<file path="config.mk">
export PLATFORM = sky130hd
export DESIGN_NAME = fwd_bypass_ctrl
export DESIGN_NICKNAME = d
export VERILOG_FILES = /design/src/rtl/fwd_pkg.sv /design/src/rtl/fwd_stage_track.sv /design/src/rtl/fwd_operand_sel.sv /design/src/rtl/fwd_bypass_ctrl.sv
export SDC_FILE = /design/constraint.sdc
export NUM_CORES = 1
export LEC_CHECK = 0
export BUFFER_PORTS_ARGS = -buffer_cell sky130_fd_sc_hd__buf_2
export CORE_MARGIN = 1.5
export CORE_UTILIZATION = 40
export CTS_BUF_LIST = sky130_fd_sc_hd__clkbuf_8
export DETAILED_ROUTE_END_ITERATION = 8
export GPL_ROUTABILITY_DRIVEN = 1
export GPL_TIMING_DRIVEN = 1
export SYNTH_ARGS = -nofsm -noshare
export SYNTH_HDL_FRONTEND = slang
export SYNTH_SLANG_ARGS = --single-unit
</file>
<file path="constraint.sdc">
create_clock -name clk -period 2.64 [get_ports clk]
set_input_delay 0.792 -clock clk [delete_from_list [all_inputs] [get_ports clk]]
set_output_delay 0.792 -clock clk [all_outputs]
set_load 0.02 [all_outputs]
</file>
<file path="src/rtl/fwd_pkg.sv">
package fwd_pkg;

    localparam int CLS_W = 3;
    localparam int SEL_W = 3;

    typedef enum logic [CLS_W-1:0] {
        CLS_NOP    = 3'd0,
        CLS_ALU    = 3'd1,
        CLS_ALUI   = 3'd2,
        CLS_LOAD   = 3'd3,
        CLS_STORE  = 3'd4,
        CLS_BRANCH = 3'd5,
        CLS_JUMP   = 3'd6,
        CLS_LINK   = 3'd7
    } instr_cls_e;

    typedef enum logic [SEL_W-1:0] {
        SEL_REGFILE    = 3'd0,
        SEL_EX_ALU     = 3'd1,
        SEL_EX_LINK    = 3'd2,
        SEL_MEM_RESULT = 3'd3,
        SEL_MEM_LOAD   = 3'd4,
        SEL_WB_RESULT  = 3'd5
    } opnd_sel_e;

    // Classes that write a general register.
    function automatic logic writes_reg(instr_cls_e c);
        return (c == CLS_ALU) || (c == CLS_ALUI) || (c == CLS_LOAD) || (c == CLS_LINK);
    endfunction

endpackage

</file>
<file path="src/rtl/fwd_stage_track.sv">
module fwd_stage_track
    import fwd_pkg::*;
#(
    parameter int AW = 5
) (
    input  logic            clk,
    input  logic            rst_n,
    input  instr_cls_e      dec_cls,
    input  logic [AW-1:0]   dec_dst,
    input  logic            bubble,
    output instr_cls_e      ex_cls,
    output logic [AW-1:0]   ex_dst,
    output instr_cls_e      mem_cls,
    output logic [AW-1:0]   mem_dst,
    output instr_cls_e      wb_cls,
    output logic [AW-1:0]   wb_dst
);

    typedef struct packed {
        instr_cls_e    cls;
        logic [AW-1:0] dst;
    } slot_t;

    typedef struct packed {
        slot_t ex;
        slot_t mem;
        slot_t wb;
    } track_t;

    track_t trk_d, trk_q;

    always_comb begin
        trk_d     = trk_q;
        trk_d.wb  = trk_q.mem;
        trk_d.mem = trk_q.ex;
        if (bubble) begin
            trk_d.ex.cls = CLS_NOP;
            trk_d.ex.dst = '0;
        end else begin
            trk_d.ex.cls = dec_cls;
            trk_d.ex.dst = dec_dst;
        end
    end

    always_ff @(posedge clk) begin
        if (!rst_n) begin
            trk_q.ex.cls  <= CLS_NOP;
            trk_q.ex.dst  <= '0;
            trk_q.mem.cls <= CLS_NOP;
            trk_q.mem.dst <= '0;
            trk_q.wb.cls  <= CLS_NOP;
            trk_q.wb.dst  <= '0;
        end else begin
            trk_q <= trk_d;
        end
    end

    assign ex_cls  = trk_q.ex.cls;
    assign ex_dst  = trk_q.ex.dst;
    assign mem_cls = trk_q.mem.cls;
    assign mem_dst = trk_q.mem.dst;
    assign wb_cls  = trk_q.wb.cls;
    assign wb_dst  = trk_q.wb.dst;

endmodule

</file>
<file path="src/rtl/fwd_operand_sel.sv">
module fwd_operand_sel
    import fwd_pkg::*;
#(
    parameter int AW = 5
) (
    input  logic [AW-1:0] src,
    input  logic          rd_en,
    input  instr_cls_e    ex_cls,
    input  logic [AW-1:0] ex_dst,
    input  instr_cls_e    mem_cls,
    input  logic [AW-1:0] mem_dst,
    input  instr_cls_e    wb_cls,
    input  logic [AW-1:0] wb_dst,
    output opnd_sel_e     sel,
    output logic          hazard
);

    logic hit_ex, hit_mem, hit_wb;

    always_comb begin
        hit_ex  = rd_en && (ex_dst  != '0) && (ex_dst  == src) && writes_reg(ex_cls);
        hit_mem = rd_en && (mem_dst != '0) && (mem_dst == src) && writes_reg(mem_cls);
        hit_wb  = rd_en && (wb_dst  != '0) && (wb_dst  == src) && writes_reg(wb_cls);

        sel    = SEL_REGFILE;
        hazard = 1'b0;
        if (hit_ex) begin
            // Youngest producer decides; a load here cannot be covered.
            case (ex_cls)
                CLS_ALU, CLS_ALUI: sel    = SEL_EX_ALU;
                CLS_LINK:          sel    = SEL_EX_LINK;
                CLS_LOAD:          hazard = 1'b1;
                default:           sel    = SEL_REGFILE;
            endcase
        end else if (hit_mem) begin
            sel = (mem_cls == CLS_LOAD) ? SEL_MEM_LOAD : SEL_MEM_RESULT;
        end else if (hit_wb) begin
            sel = SEL_WB_RESULT;
        end
    end

endmodule

</file>
<file path="src/rtl/fwd_bypass_ctrl.sv">
module fwd_bypass_ctrl
    import fwd_pkg::*;
#(
    parameter int AW = 5
) (
    input  logic          clk,
    input  logic          rst_n,
    input  logic [2:0]    dec_cls,
    input  logic [AW-1:0] dec_dst,
    input  logic [AW-1:0] dec_rs,
    input  logic          dec_rs_en,
    input  logic [AW-1:0] dec_rt,
    input  logic          dec_rt_en,
    output logic [2:0]    sel_a,
    output logic [2:0]    sel_b,
    output logic          stall
);

    localparam int NUM_OPND = 2;

    instr_cls_e    ex_cls, mem_cls, wb_cls;
    logic [AW-1:0] ex_dst, mem_dst, wb_dst;

    logic [AW-1:0] opnd_src [NUM_OPND];
    logic          opnd_en  [NUM_OPND];
    opnd_sel_e     opnd_sel [NUM_OPND];
    logic [NUM_OPND-1:0] opnd_hz;

    assign opnd_src[0] = dec_rs;
    assign opnd_en[0]  = dec_rs_en;
    assign opnd_src[1] = dec_rt;
    assign opnd_en[1]  = dec_rt_en;

    fwd_stage_track #(.AW(AW)) u_track (
        .clk     (clk),
        .rst_n   (rst_n),
        .dec_cls (instr_cls_e'(dec_cls)),
        .dec_dst (dec_dst),
        .bubble  (stall),
        .ex_cls  (ex_cls),
        .ex_dst  (ex_dst),
        .mem_cls (mem_cls),
        .mem_dst (mem_dst),
        .wb_cls  (wb_cls),
        .wb_dst  (wb_dst)
    );

    for (genvar g = 0; g < NUM_OPND; g++) begin : g_opnd
        fwd_operand_sel #(.AW(AW)) u_sel (
            .src     (opnd_src[g]),
            .rd_en   (opnd_en[g]),
            .ex_cls  (ex_cls),
            .ex_dst  (ex_dst),
            .mem_cls (mem_cls),
            .mem_dst (mem_dst),
            .wb_cls  (wb_cls),
            .wb_dst  (wb_dst),
            .sel     (opnd_sel[g]),
            .hazard  (opnd_hz[g])
        );
    end

    assign sel_a = opnd_sel[0];
    assign sel_b = opnd_sel[1];
    assign stall = |opnd_hz;

endmodule

</file>
==> results.md <==
Outcome:
- The run finished, with violations left.
- The checks that failed: negative setup slack.

STA:
- The total of endpoints with negative setup slack in the final report is 7.
- Clock skew on the completed layout was measured at 0.005589 ns.
- The minimum hold slack is 0.4681 ns.
- The count of final max-slew check failures is 0.
- The final number of hold-violating endpoints is 0.
- The worst path in the final design needs a cycle of 2.845 ns, including I/O delays and setup.
- In the finished design, the share of the clock period the worst path needs comes to 107.8%.
- The achievable clock frequency is 351.5 MHz.
- For the pin with the worst max-slew slack, the measured transition is 0.4311 ns.
- Setup repair after global routing could not meet its margin everywhere.
- The worst pin sits at a relative slew slack of 71.01%.
- The final setup slack of the worst path is -0.2048 ns.

Global route:
- The largest net degree at the start of global routing is 17.
- The total routing usage reported by global routing is 20.04%.
- The number of antenna violations at the first check in global routing was 0.
- The first global-routing pass estimated 5223 um of wire.
- The number of global-route vias before repair is 1141.
- The total congestion overflow is 0.

Pwr:
- The reported leakage power is 0.7829 nW.
- Combinational logic is responsible for 18.6% of the overall power.
- The power spent charging and discharging nets is 0.2044 mW.
- The clock share of power is 36.6%.
- The total design power is 0.8790 mW.
- Dividing total power by cell area gives a power density of 450.6 mW/mm^2.
- The proportion of power drawn by flip-flops and latches is 44.8%.
- The internal power component is 0.6747 mW.
- IR analysis of the VDD net gives a maximum drop of 0.0002720 V.
- The switching power share of the total is 23.25%.

Synthesis:
- After synthesis, flip-flops and latches occupy 36.96% of the total area.
- The largest total area in the synthesized netlist belongs to dfxtp_1.
- The synthesized design contains 0 enable-type register cells.
- The share of async-settable or async-resettable flops after synthesis is 0%.
- The most used flip-flop cell after synthesis is dfxtp_1.
- The combined area of all synthesized cells is 0.001300 mm^2.
- The number of cells produced by synthesis is 138.
- A synthesized cell averages 9.420 um^2.
- The commonest cells after synthesis are xnor2_1, dfxtp_1, and2_1, nand2_1, nor2_1.
- The synthesized netlist contains 28 unique library cells.
- In this run the biggest area consumer among cell types represents 36.96% of the synthesized area.
- The count of yosys warnings during synthesis is 0.
- In the post-synthesis netlist, the cell with the most instances is xnor2_1.
- The number of nets produced by synthesis is 160.
- The flip-flop and latch count after synthesis is 24.
- After synthesis, the cell types taking the most area are dfxtp_1, xnor2_1, and2_1.

Min path:
- The hold path startpoint is u_track.mem_cls[2].
- The worst hold path was traced through 2 stages.
- For hold timing, the worst endpoint is u_track.wb_cls[2].
- The min-delay analysis places its worst path in the category flop to flop.

Cells and area:
- The antenna diode instance count is 0.
- The area growth from synthesis to layout is 50.05%.
- Summing all multi-input logic gate instances after layout gives 923.4 um^2.
- The footprint of the flip-flops and latches is 481.7 um^2.
- The filler cells instantiated in the layout total 250.
- The core occupancy in the finished layout is 63.37%.
- The final net count is 215.
- The proportion of layout cells with a drive suffix above 1 is 42.71%.
- Summing all non-filler instances in the final layout gives an area of 0.001951 mm^2.

Critical path:
- In this run the critical register-to-register path is captured at u_track.ex_cls[2].
- Along the worst path, the maximum fanout reaches 3.
- The setup slack of the most critical reg-to-reg path is 0.61 ns.
- The worst path required time is 1.85 ns.
- The most critical setup path has its startpoint at dec_rs[1].
- In this run the critical register-to-register path is launched from u_track.ex_dst[2].
- The critical path in this run is classified as input port to output port.
- STA classifies the critical path endpoint as an output port.
- For the worst flop-to-flop path, the logic depth is 7.
- The element type at the critical path start is an input port.
- At the worst endpoint, the arrival time is 2.05 ns.

CTS:
- In this run the deepest clock path goes through 2 buffers.
- The count of H-tree levels built during CTS is 1.
- The total CTS buffers is 3.
- The clock tree from TritonCTS is done.
- The later pin in the worst-skew pair is clocked with a latency of 0.27 ns.
- After clock tree synthesis, the clock-pin slew on the worst setup and hold paths is 0.08 ns.
- In this run the clock root is driven by a clkbuf_8.
- The hold buffer count at CTS is 0.
- CTS saw 24 sinks.

Die:
- The total area inside the core boundary comes to 0.003078 mm^2.
- The die covers 0.003601 mm^2.
- The die boundary width is 60.01 um.
- Once the floorplan was initialized, standard cells occupied 42.24% of the core.
- The die span in y is 60.01 um.
- The number of placement rows is 20.
- In this run the count of I/O pins placed on the die edge is 29.

Place:
- The weighted congestion reported at the end of routability-driven placement is 0.7935.
- The post-placement cell area is 0.001679 mm^2.
- Port buffering added 28 buffers.
- At the placement stage, the worst setup path has a slack of -0.3219 ns.
- The wire-length estimate of the detail-placed layout is 2408 um.

Drt:
- Using the TritonRoute via totals, the vias-per-cell ratio works out to 4.763.
- The met3 wire length is 95 um.
- Detailed routing placed a total of 1560 um of wire on met2.
- The count of routing violations after the opening detailed-route iteration is 23.
- The via count is 1124.
- The detail route stage leaves a number of antenna-violating nets equal to 0.
- The detailed router put a total of 1337 um of wire on met1.
- The detailed-route wire length per cell is 12.93 um.
- For this run, design rule violations remaining after detail routing come to 0.
- The first TritonRoute pass finished after 6 iterations.
- The highest signal layer in the routed design is met4.
- The final wirelength is 3051 um.

Job:
- The reported max-cap violation count is 0.
## power by group through the flow
stage / registers (mW) / clock network, mW / logic (mW)
2_1_floorplan: 0.398 / 0 / 0.0792
3_3_place_gp: 0.401 / 0 / 0.133
3_5_place_dp: 0.401 / 0 / 0.136
4_1_cts: 0.394 / 0.329 / 0.157
5_1_grt: 0.397 / 0.348 / 0.178
6_report: 0.394 / 0.322 / 0.163
## kinds of logic (layout without fill, tap and decap cells)
family | Yosys count | in the layout | synth area share (%)
AND/OR/NAND/NOR | 64 | 64 | 29.64
XOR/XNOR | 31 | 31 | 20.89
flip-flops | 24 | 24 | 36.96
AO/OA/AOI/OAI | 8 | 8 | 6.930
buffers and inverters | 6 | 60 | 1.732
multiplexers | 3 | 3 | 2.310
adder cells (fa/ha/maj) | 2 | 2 | 1.540
## through the flow
stage               cells  setup TNS, ns
finish                236         -1.196
global route          236         -1.843
CTS                   235         -1.273
detailed placement    229         -1.806
global placement      229         -1.719
floorplan             138       -0.08923
## worst max path at each step
stage	end	cells past startpoint	slack (ns)
3_5_place_dp	sel_a[1]	6	-0.32
6_report	sel_a[1]	6	-0.20
2_1_floorplan	sel_a[0]	4	-0.04
4_1_cts	sel_b[2]	8	-0.21
5_1_grt	sel_a[1]	6	-0.30
3_3_place_gp	sel_a[0]	6	-0.31
## critical path, stage by stage
cell,delay [ns]
buf_2,0.14
xnor2_1,0.13
nand2_1,0.10
or4_4,0.51
mux2i_2,0.20
buf_4,0.18
## cells in the final DEF (no fill, tap or decap), types with 6 or more instances in the layout
| master | synthesis | routed |
|---|---|---|
| buf_4 | 0 | 27 |
| and2_1 | 23 | 23 |
| dfxtp_1 | 24 | 23 |
| xnor2_1 | 29 | 21 |
| buf_2 | 0 | 14 |
| nand2_1 | 12 | 11 |
| xnor2_2 | 0 | 8 |
| nand4_1 | 6 | 6 |
| nor2_1 | 7 | 6 |
| buf_6 | 0 | 6 |
## state kept, by name (all words and copies together), names as in the netlist
signal           cells
u_track.ex_dst       5
u_track.wb_cls       3
u_track.mem_cls      3
u_track.mem_dst      5
u_track.wb_dst       5
u_track.ex_cls       3
## layout make-up
cell class | count | share of cell area [%]
Multi-Input combinational cell | 108 | 47.34
Sequential cell | 24 | 24.70
Timing Repair Buffer | 51 | 20.53
Tap cell | 44 | 2.822
Clock buffer | 3 | 2.117
Clock inverter | 1 | 1.539
Inverter | 5 | 0.9622
## metal layers
metal	up-vias	global-route usage, %
met4	0	8.889
li1	574	-
met5	-	0
met1	517	25.34
met2	26	33.54
met3	7	3.030
## what timing repair did
action                                  in CTS  in global routing
pin swaps                                   11                  8
buffers inserted                             2                  1
resized for setup                           30                  9
endpoints found under the setup margin       7                  7
endpoints found under the hold margin        0                  0
Note: power is estimated with default switching activity, not from simulation.
